$ cat config.mk
export PLATFORM = sky130hd
export DESIGN_NAME = status_pkt_gen
export DESIGN_NICKNAME = d
export VERILOG_FILES = /design/src/rtl/sps_pkg.sv /design/src/rtl/sps_ctl.sv /design/src/rtl/sps_ser.sv /design/src/rtl/status_pkt_gen.sv
export SDC_FILE = /design/constraint.sdc
export NUM_CORES = 1
export LEC_CHECK = 0
export BUFFER_PORTS_ARGS = -buffer_cell sky130_fd_sc_hd__buf_2
export CORE_UTILIZATION = 40
export DETAILED_ROUTE_END_ITERATION = 10
export PLACE_DENSITY = 0.59
export SYNTH_ARGS = -nofsm -noshare
export SYNTH_HDL_FRONTEND = slang
export SYNTH_SLANG_ARGS = --single-unit
$ cat constraint.sdc
create_clock -name clk -period 3.19 [get_ports clk]
set_input_delay 0.319 -clock clk [delete_from_list [all_inputs] [get_ports clk]]
set_output_delay 0.319 -clock clk [all_outputs]
set_load 0.02 [all_outputs]
$ cat src/rtl/sps_pkg.sv
package sps_pkg;
   typedef enum logic [1:0] {
      MODE_OFF  = 2'b00,
      MODE_ONCE = 2'b01,
      MODE_RSVD = 2'b10,
      MODE_AUTO = 2'b11
   } rep_mode_t;

   localparam int SEQ_W = 6;

   function automatic int pkt_bytes(input int payload_bits);
      return 2 + (payload_bits - 2 + 7) / 8;
   endfunction
endpackage

$ cat src/rtl/sps_ctl.sv
module sps_ctl
   import sps_pkg::*;
#(
   parameter int PAYLOAD_BITS = 15
) (
   input  logic                    clk,
   input  logic                    rst,
   input  logic                    wr_en,
   input  logic [7:0]              wr_data,
   input  logic [PAYLOAD_BITS-1:0] status_in,
   input  logic                    busy,
   output logic                    launch,
   output logic [SEQ_W-1:0]        seq_now
);
   rep_mode_t               wr_mode;
   logic                    auto_en;
   logic                    pend;
   logic [SEQ_W-1:0]        seq_q;
   logic [PAYLOAD_BITS-1:0] last_q;
   logic                    changed;

   assign wr_mode = rep_mode_t'(wr_data[7:6]);
   assign changed = (status_in != last_q);
   assign launch  = !busy && !wr_en && (pend || (auto_en && changed));
   assign seq_now = seq_q;

   always_ff @(posedge clk) begin
      if (rst) begin
         auto_en <= 1'b0;
         pend    <= 1'b0;
         seq_q   <= '0;
         last_q  <= '0;
      end else if (wr_en) begin
         seq_q   <= wr_data[SEQ_W-1:0];
         auto_en <= (wr_mode == MODE_AUTO);
         pend    <= (wr_mode == MODE_ONCE) || (wr_mode == MODE_AUTO);
      end else if (launch) begin
         pend    <= 1'b0;
         seq_q   <= seq_q + 1'b1;
         last_q  <= status_in;
      end
   end
endmodule

$ cat src/rtl/sps_ser.sv
module sps_ser
   import sps_pkg::*;
#(
   parameter logic [7:0] STATUS_ADDR  = 8'h21,
   parameter int         PAYLOAD_BITS = 15
) (
   input  logic                    clk,
   input  logic                    rst,
   input  logic                    launch,
   input  logic [PAYLOAD_BITS-1:0] status_in,
   input  logic [SEQ_W-1:0]        seq_in,
   input  logic                    pkt_start,
   output logic                    pkt_req,
   output logic [7:0]              pkt_byte,
   output logic                    busy
);
   localparam int NB    = pkt_bytes(PAYLOAD_BITS);
   localparam int PADW  = 2 + 8 * (NB - 2);
   localparam int CNT_W = $clog2(NB) + 1;

   logic [PADW-1:0]   pad;
   logic [NB*8-1:0]   frame;
   logic [NB*8-1:0]   sr_q;
   logic [CNT_W-1:0]  cnt_q;
   logic              active_q;
   logic              req_q;

   assign pad = PADW'(status_in);
   assign frame[7:0]  = STATUS_ADDR;
   assign frame[15:8] = {seq_in, pad[1:0]};

   for (genvar k = 2; k < NB; k++) begin : g_byte
      assign frame[8*k +: 8] = pad[2 + 8*(k-2) +: 8];
   end

   always_ff @(posedge clk) begin
      if (rst) begin
         sr_q     <= '0;
         cnt_q    <= '0;
         active_q <= 1'b0;
         req_q    <= 1'b0;
      end else if (!active_q) begin
         if (launch) begin
            sr_q     <= frame;
            active_q <= 1'b1;
            req_q    <= 1'b1;
         end
      end else if (req_q) begin
         if (pkt_start) begin
            req_q <= 1'b0;
            sr_q  <= sr_q >> 8;
            cnt_q <= CNT_W'(NB - 2);
         end
      end else if (cnt_q == '0) begin
         active_q <= 1'b0;
      end else begin
         sr_q  <= sr_q >> 8;
         cnt_q <= cnt_q - 1'b1;
      end
   end

   assign pkt_req  = req_q;
   assign pkt_byte = active_q ? sr_q[7:0] : 8'h00;
   assign busy     = active_q;
endmodule

$ cat src/rtl/status_pkt_gen.sv
module status_pkt_gen
   import sps_pkg::*;
#(
   parameter logic [7:0] STATUS_ADDR  = 8'h21,
   parameter int         PAYLOAD_BITS = 15
) (
   input  logic                    clk,
   input  logic                    rst,
   input  logic                    wr_en,
   input  logic [7:0]              wr_data,
   input  logic [PAYLOAD_BITS-1:0] status_in,
   input  logic                    pkt_start,
   output logic                    pkt_req,
   output logic [7:0]              pkt_byte
);
   if (PAYLOAD_BITS < 2 || PAYLOAD_BITS > 26) begin : g_bad_width
      $error("PAYLOAD_BITS must lie in 2..26");
   end

   logic             launch;
   logic             busy;
   logic [SEQ_W-1:0] seq_now;

   sps_ctl #(.PAYLOAD_BITS(PAYLOAD_BITS)) u_ctl (
      .clk       (clk),
      .rst       (rst),
      .wr_en     (wr_en),
      .wr_data   (wr_data),
      .status_in (status_in),
      .busy      (busy),
      .launch    (launch),
      .seq_now   (seq_now)
   );

   sps_ser #(.STATUS_ADDR(STATUS_ADDR), .PAYLOAD_BITS(PAYLOAD_BITS)) u_ser (
      .clk       (clk),
      .rst       (rst),
      .launch    (launch),
      .status_in (status_in),
      .seq_in    (seq_now),
      .pkt_start (pkt_start),
      .pkt_req   (pkt_req),
      .pkt_byte  (pkt_byte),
      .busy      (busy)
   );
endmodule

==> flow_summary.ini, run 1 <==
[status]
outcome = finished clean

[routing]
drc_errors = 0
wl_per_cell_um = 14.5
ant_nets = 0
drtIter0Drc = 158
first_pass_iters = 4
viasPerCell = 5.26
dr_total_vias = 2350
routed_wl_um = 6470

[sta]
setup_viol = 0
worst_pin_slew_ps = 962
max_freq_ghz = 0.482
rsz0062_at_grt = no
relSlewSlack_pct = 35.8
period_share_pct = 65.1
setup_tns_ps = 0
finalMaxSlewViolations = 0
fin_crit_ps = 2080
fin_ws_ps = 1110
skew_ps = 6.56
hold_violations = 0

[finish]
fillers = 678
layout-drive-gt1-share_pct = 22.5
n_antenna_cell = 0
final_common_cell = dfxtp_1
layout_common_cells = dfxtp_1 (57), buf_2 (35), a21oi_1 (30)
nets = 378
finish.utilization_pct = 47.3
area_growth_pct = 13.7
design_area_um2 = 3220

[floorplanning]
io_pins = 36
start_util_pct = 41.6
die_width_um = 86.1
rows = 30
core_area_um2 = 6790
chipHeight_um = 86.1
die_area_um2 = 7410

[synthesis]
yosys_warnings = 0
syn_nets = 350
synth_edf_count = 0
async_reset_ff_share_pct = 0
syn_area_um2 = 2830
yosysSeqAreaShare_pct = 40.3
syn_area_per_cell_um2 = 8.84
ys_ff_latch = 57
synthCells = 320
synth_ff_type = dfxtp_1
synth.distinct_cells = 47

[setup_path]
r2r_slack_ps = 1110
reg2reg_from = u_ctl.pend
timing.rr.end = u_ser.sr_q[5]
worstPathRequired_ps = 3460
worstRegToRegCells = 5
critPathBufInv = 0
crit_family = compound AO/OA/AOI/OAI gates
crit_path_frequent_cell = nor2_1
critPathArrivalTime_ps = 2340
path_max_fanout = 18
start_kind = flip-flop
cp-end-kind = flip-flop
cp_cell_sequence = nor2_1 -> nor2_1 -> nand2_1 -> o21ai_4 -> o221a_2
critical_path_class = reg -> reg
critPathMaxStageDelay_ps = 600
cpMaxStageDelayCell = o21ai_4

[global_route]
grt_pass1_wl_um = 10800
antenna_found_initial = 0
grt_util_all_layers_pct = 18.7
grt-ovfl-total = 0
grt_pass1_vias = 2148
grt_max_degree = 44

[place]
dpl.hpwl_um = 4270
routabilityCongestion = 0.756
dpl_cell_area_um2 = 3050
pre_cts_ws_ps = 1000
io_buffers = 35

[cts]
cts.path.max_buffers = 2
cts-resized-gates = 0
clock_latency_ps = 330
cts_tree = built
postCtsSetupRepairBufs = 0
htree_levels = 3
cts.sinks = 57
path_clk_slew_ps = 60
cts_root_buffer = clkbuf_8
cts-buffers-inserted = 9
hold_buffers = 0

[power]
leakage_nw = 1.28
cellPowerDensity_nw_per_um2 = 470
vdd_drop_max_uv = 197
total_power_mw = 1.51

[min_path]
min_to = u_ser.cnt_q[2]
whs_path_depth = 2
hold_start = pkt_start
hp-class = in -> reg

[flow_run]
maxCapViolations = 0
## Yosys cell counts (2+ instances only)
cell,n,area (um2)
dfxtp_1,57,1140
o221a_2,2,22.5
ha_1,3,37.5
nor2_1,15,56.3
mux2i_1,13,130
nand2b_1,15,93.8
o21ai_2,3,26.3
o21ai_0,17,85.1
nand3_1,20,100
a211oi_2,2,25.0
o211ai_1,7,52.6
buf_2,7,35.0
inv_1,16,60.1
a31o_2,6,52.6
buf_1,4,15.0
a311oi_1,2,17.5
xor2_1,15,131
clkbuf_1,11,41.3
a211oi_1,6,45.0
or3_1,2,12.5
and2_1,8,50.1
o32ai_1,8,70.1
nor4_2,4,50.1
a311oi_2,2,30.0
nand2_1,22,82.6
nand4_1,2,12.5
and3_1,2,12.5
a21oi_1,30,150
## logic make-up after synthesis
kind of cell,share of synthesized area (%)
flops,40.3
fa+ha+maj,1.33
simple gates,17.8
xor+xnor,4.95
buf+inv,6.72
compound gates,24.3
mux,4.60
## worst reg2reg max path: cells and delay by family, from the launching register on
| kind | cells | cell delay (ps) |
|---|---|---|
| compound gates | 2 | 900 |
| simple gates | 3 | 690 |
| flops | 1 | 430 |
## registers in the layout (all words and copies together) (netlist names)
| register | count |
|---|---|
| u_ser.cnt_q | 3 |
| u_ctl.pend | 1 |
| u_ctl.last_q | 15 |
| u_ctl.auto_en | 1 |
| u_ser.sr_q | 29 |
| u_ser.busy | 1 |
| u_ctl.seq_now | 6 |
| u_ser.pkt_req | 1 |
## power by group
group          internal (mW)  leakage (nW)  switching, mW
Combinational         0.0718         0.732          0.105
Clock                  0.317        0.0826          0.254
Sequential             0.743         0.464         0.0216
## layer usage
layer / routed length (um) / global-route usage (%) / vias to the layer above
met5: 0 / 0 / -
met4: 85 / 7.73 / 0
met3: 230 / 3.37 / 8
met2: 2870 / 28.8 / 54
met1: 3290 / 25.8 / 1090
li1: - / - / 1198
## how the worst max path moves through the flow
stage	start	endpoint	slack [ps]	depth (start not counted)
after global routing	u_ctl.pend	u_ser.sr_q[22]	880	5
after global placement	wr_en	u_ser.sr_q[5]	1050	5
final	u_ctl.pend	u_ser.sr_q[5]	1110	5
after CTS	u_ctl.pend	u_ser.sr_q[5]	1100	5
after detailed placement	wr_en	u_ser.sr_q[0]	1000	5
after floorplan	u_ser.cnt_q[0]	u_ser.sr_q[1]	1610	8
## final cells by class
type / count / area, um2 / area share (%)
Clock buffer: 14 / 163 / 5.06
Inverter: 16 / 60.1 / 1.87
Multi-Input combinational cell: 221 / 1500 / 46.6
Sequential cell: 57 / 1140 / 35.5
Tap cell: 96 / 120 / 3.73
Timing Repair Buffer: 43 / 235 / 7.31
## stage by stage
stage               hold slack (ps)  instances
finish                          243        447
global route                    228        447
CTS                             229        447
detailed placement              453        433
global placement                450        433
floorplan                       434        320
No activity file was read; power rests on OpenSTA's default activity.
==> run 2, diff against run 1 <==
PLACE_DENSITY = 0.61   (was 0.59)
clock period = 1.8 ns   (was 3.19 ns; I/O delays follow)
==> run 2 against run 1 <==
The flow now finishes with violations (setup timing). First-iteration DRC count decreased by 3.2%. Hold slack got worse by 180 ps. Clock power increased by 140%. Largest power group is now the clock network. Worst setup slack got worse by 1100 ps. Count of clock-buffer cells in the layout decreased by 3. Sequential power increased by 78%. Clock skew decreased by 0.91 ps. Final area increased by 16%. Register-to-register slack got worse by 1100 ps. Global-route usage increased by 1.9 points. Critical endpoint is now u_ser.sr_q[11]. Total power increased by 110%. Die area unchanged.
==> flow_summary.ini, run 2 (synthesized netlist as in run 1, its figures left out) <==
[global_route]
antenna_found_initial = 0
grt_pass1_vias = 2306
grt_max_degree = 44
grt_util_all_layers_pct = 20.6
grt-ovfl-total = 0
grt_pass1_wl_um = 11700

[routing]
wl_per_cell_um = 14.9
routed_wl_um = 7160
first_pass_iters = 4
drc_errors = 0
drtIter0Drc = 153
ant_nets = 0
dr_total_vias = 2540
viasPerCell = 5.27

[sta]
worst_pin_slew_ps = 512
worst_hold_slack_ps = 66.4
fin_crit_ps = 1810
relSlewSlack_pct = 65.9
rsz0062_at_grt = yes
max_freq_ghz = 0.551
finalMaxSlewViolations = 0
fin_ws_ps = -14.5
skew_ps = 5.65
setup_viol = 10
period_share_pct = 101
hold_violations = 0

[power]
p_switching_uw = 777
p_comb_share_pct = 12.8
p_clk_share_pct = 43.8
vdd_drop_max_uv = 483
leakage_nw = 1.53
intPower_mw = 2.35
p_seq_share_pct = 43.4
cellPowerDensity_nw_per_um2 = 838
switching_share_pct = 24.8

[setup_path]
critical_path_class = reg -> reg
critPathArrivalTime_ps = 2090
path_max_fanout = 7
start_kind = flip-flop
cp-end-kind = flip-flop
cpMaxStageDelayCell = dfxtp_2
cp_cell_sequence = xor2_1 -> nor4_2 -> buf_4 -> nand4_1 -> buf_6 -> a21boi_4 -> buf_6 -> mux2i_1
worstPathRequired_ps = 2070
critPathMaxStageDelay_ps = 320
crit_path_frequent_cell = buf_6

[status]
violations = setup timing
outcome = complete, but fails checks

[cts]
path_clk_slew_ps = 70
clock_latency_ps = 340
htree_levels = 3
cts.sinks = 57
cts_root_buffer = clkbuf_8
cts.path.max_buffers = 2
hold_buffers = 0
cts-buffers-inserted = 9
cts_tree = built

[floorplanning]
die_width_um = 86.1
core_area_um2 = 6790
chipHeight_um = 86.1
start_util_pct = 41.6
io_pins = 36
die_area_um2 = 7410
rows = 30

[place]
place_inst = 456
routabilityCongestion = 0.795
io_buffers = 35
dpl.hpwl_um = 4720

[finish]
stdcell_count = 482
layout_common_cells = dfxtp_1 (51), buf_2 (36), buf_4 (29)
n_antenna_cell = 0
area_growth_pct = 32.2
final_common_cell = dfxtp_1
top_register = u_ser.sr_q
layout-drive-gt1-share_pct = 34.2
nets = 411
largest_reg_flops = 29

[min_path]
hp-class = in -> reg

[flow_run]
maxCapViolations = 0
-- run 2: changes by cell type in the layout (fill, tap and decap cells not counted), sizes merged --
cell	delta
buf	+30
bufinv	+2
clkinv	+2
clkinvlp	+1
-- run 2: what timing repair did --
item                                   CTS  global route
gates cloned                             1             4
setup endpoints to repair               25            38
endpoints found under the hold margin    0             0
pin swaps                                4            12
buffers inserted                         1             4
resized for setup                        8            20
-- run 2: critical path, delay by kind of cell, from the launching register on --
kind | cells | cell delay, ps
compound gates | 1 | 170
mux | 1 | 170
simple gates | 2 | 410
xor+xnor | 1 | 160
buf+inv | 3 | 500
flops | 1 | 320
-- run 2: final cells by class --
type	instances	area, um2
Fill cell	637	3060
Multi-Input combinational cell	221	1590
Sequential cell	57	1150
Timing Repair Buffer	76	589
Clock buffer	11	151
Tap cell	96	120
Clock inverter	5	77.6
Inverter	16	60.1
-- run 2: power groups by stage --
stage	combinational (mW)	clock (mW)	sequential, mW
after floorplan	0.225	0	1.37
after global placement	0.341	0	1.38
after detailed placement	0.347	0	1.38
after CTS	0.360	1.39	1.35
after global routing	0.440	1.47	1.36
final	0.400	1.37	1.36
-- run 2: final timing paths --
kind	from	end	slack (ps)	cells past startpoint
hold / removal	pkt_start	u_ser.cnt_q[2]	70	2
setup reg to reg	u_ctl.last_q[10]	u_ser.sr_q[11]	-10	8
hold reg to reg	u_ser.sr_q[23]	u_ser.sr_q[23]	460	2
setup / recovery	u_ctl.last_q[10]	u_ser.sr_q[11]	-10	8
-- run 2: routing by layer --
metal	up-vias	part of all wire (%)	track usage, %
met5	-	0	0
met4	0	1.9	9.85
met3	12	4.1	3.85
met2	53	46	29.9
met1	1207	47	29.2
li1	1268	-	-
-- run 2: stage by stage --
step                      setup TNS (ps)  worst slack, ps  utilization [%]  power [mW]  cell area, um2
after floorplan                        0              224                -        1.60            2830
after global placement                 0             4.25             47.9        1.72            3250
after detailed placement            -544            -49.3             47.9        1.73            3250
after CTS                          -51.8            -15.2             51.9        3.11            3530
after global routing               -1950             -105             55.0        3.27            3740
final                              -64.9            -14.5             55.0        3.13            3740
==> run 3, diff against run 2 <==
CORE_ASPECT_RATIO = 1.75   (was not set)
MAX_ROUTING_LAYER = met4   (was not set)
SETUP_SLACK_MARGIN = 0.1   (was not set)
==> run 3 against run 2 <==
The flow still finishes with violations (setup timing). Highest routed layer unchanged. Utilization rose by 1.6 points. Hold slack improved by 8.9 ps. Clock skew fell by 2.7 ps. Clock power rose by 12%. Sequential power barely moved. Flip-flop and latch count did not move.
==> flow_summary.ini, run 3 (synthesized netlist as in run 1, its figures left out) <==
[setup_path]
cpMaxStageDelayCell = or3_4
cp_cell_sequence = xor2_2 -> nor4_4 -> buf_4 -> and4_4 -> buf_12 -> or3_4 -> a311oi_2
worstPathRequired_ps = 2040
critPathArrivalTime_ps = 2080
path_max_fanout = 8
reg2reg_from = u_ctl.last_q[4]
start_kind = flip-flop
critical_path_class = reg -> reg
critPathLaunch = u_ctl.last_q[4]
timing.rr.end = u_ctl.seq_now[2]
crit_end = u_ctl.seq_now[2]
cp-end-kind = flip-flop
worstRegToRegCells = 7
critPathMaxStageDelay_ps = 360
r2r_slack_ps = -50

[min_path]
hp-class = in -> reg
whs_path_depth = 2

[power]
switching_share_pct = 24.2
intPower_mw = 2.51
p_switching_uw = 804
vdd_drop_max_uv = 641
cellPowerDensity_nw_per_um2 = 854
leakage_nw = 1.55
p_comb_share_pct = 12.2
p_seq_share_pct = 41.3
p_clk_share_pct = 46.5

[sta]
fin_ws_ps = -45.2
setup_viol = 6
fin_crit_ps = 1850
hold_violations = 0
period_share_pct = 103
skew_ps = 2.91
finalMaxSlewViolations = 0
worst_pin_slew_ps = 604
rsz0062_at_grt = yes
relSlewSlack_pct = 59.7
max_freq_ghz = 0.542

[place]
io_buffers = 35
routabilityCongestion = 0.824
dpl_cell_area_um2 = 3200
dpl.hpwl_um = 4840
place_inst = 439

[finish]
top_register = u_ser.sr_q
final_common_cell = dfxtp_1
largest_reg_flops = 29
design_area_um2 = 3880
fillers = 595
layout_common_cells = dfxtp_1 (48), buf_2 (36), a21oi_1 (27)
area_growth_pct = 37.3
n_antenna_cell = 0
nets = 406
layout-drive-gt1-share_pct = 38.4
stdcell_count = 462

[status]
violations = setup timing
outcome = complete, but fails checks

[global_route]
grt_pass1_vias = 2465
grt_max_degree = 38
grt_pass1_wl_um = 12000
antenna_found_initial = 0
grt-ovfl-total = 0
grt_util_all_layers_pct = 22.4

[routing]
routed_wl_um = 7610
first_pass_iters = 4
wl_per_cell_um = 16.5
dr_total_vias = 2519
drtIter0Drc = 95
viasPerCell = 5.45
ant_nets = 0
drc_errors = 0

[floorplanning]
io_pins = 36
die_area_um2 = 7430
core_area_um2 = 6860
die_width_um = 65.6
start_util_pct = 41.3
chipHeight_um = 113
rows = 40

[cts]
cts_root_buffer = clkbuf_16
hold_buffers = 0
cts_tree = built
cts.path.max_buffers = 2
cts.sinks = 57
cts-buffers-inserted = 9
clock_latency_ps = 320
htree_levels = 3
path_clk_slew_ps = 50

[flow_run]
maxCapViolations = 0
==> run 3: metrics by stage <==
| stage | utilization, % | power, mW | TNS, ps | hold slack [ps] | setup WS, ps |
|---|---|---|---|---|---|
| global route | 56.7 | 3.44 | -3360 | 89.2 | -142 |
| floorplan | - | 1.60 | 0 | 295 | 224 |
| finish | 56.7 | 3.32 | -127 | 75.3 | -45.2 |
| detailed placement | 46.7 | 1.72 | -741 | 412 | -105 |
| global placement | 46.7 | 1.72 | -118 | 407 | -33.6 |
| CTS | 52.5 | 3.29 | 0 | 64.3 | 1.50 |
==> run 3: critical path: cells and delay by family (launching register included) <==
family                    cells  cell delay, ps
buffers and inverters         2             300
xor gates and xnor gates      1             200
and+or+nand+nor               3             650
AOI/OAI and AO/OA             1             260
DFF                           1             340
==> run 3: cell type report <==
type / count / area [um2] / share of cell area, %
multi-input cells: 222 / 1770 / 45.6
repair buffers: 70 / 527 / 13.6
well taps: 84 / 105 / 2.71
clock buffers: 13 / 270 / 6.96
flip-flops and latches: 57 / 1150 / 29.7
inverters: 16 / 60.1 / 1.55
==> run 3: routing by layer <==
metal | vias to the layer above | part of all wire [%] | GRT usage [%]
met5 | - | 0 | -
met4 | 0 | 3.9 | 16.4
met3 | 20 | 3.2 | 4.13
met2 | 50 | 55 | 37.5
met1 | 1198 | 38 | 22.6
li1 | 1251 | - | -
==> run 3: how the worst min path moves through the flow <==
stage	to	start	slack [ps]
after floorplan	u_ser.cnt_q[2]	pkt_start	300
after detailed placement	u_ser.cnt_q[2]	pkt_start	410
after global placement	u_ser.cnt_q[2]	pkt_start	410
after global routing	u_ser.cnt_q[2]	pkt_start	90
final	u_ser.cnt_q[2]	pkt_start	80
after CTS	u_ser.cnt_q[2]	pkt_start	60
==> run 3: repair_timing <==
action | 4_1_cts | 5_1_grt
pin swaps | 14 | 26
cloned | 3 | 2
gates resized for setup | 17 | 47
setup buffers | 1 | 6
setup endpoints to repair | 43 | 51
==> run 3: power by group through the flow <==
stage                     registers [mW]  clock network (mW)  logic [mW]
after floorplan                     1.37                   0       0.225
after global placement              1.38                   0       0.334
after detailed placement            1.38                   0       0.341
after CTS                           1.36                1.57       0.361
after global routing                1.37                1.63       0.442
final                               1.37                1.54       0.405
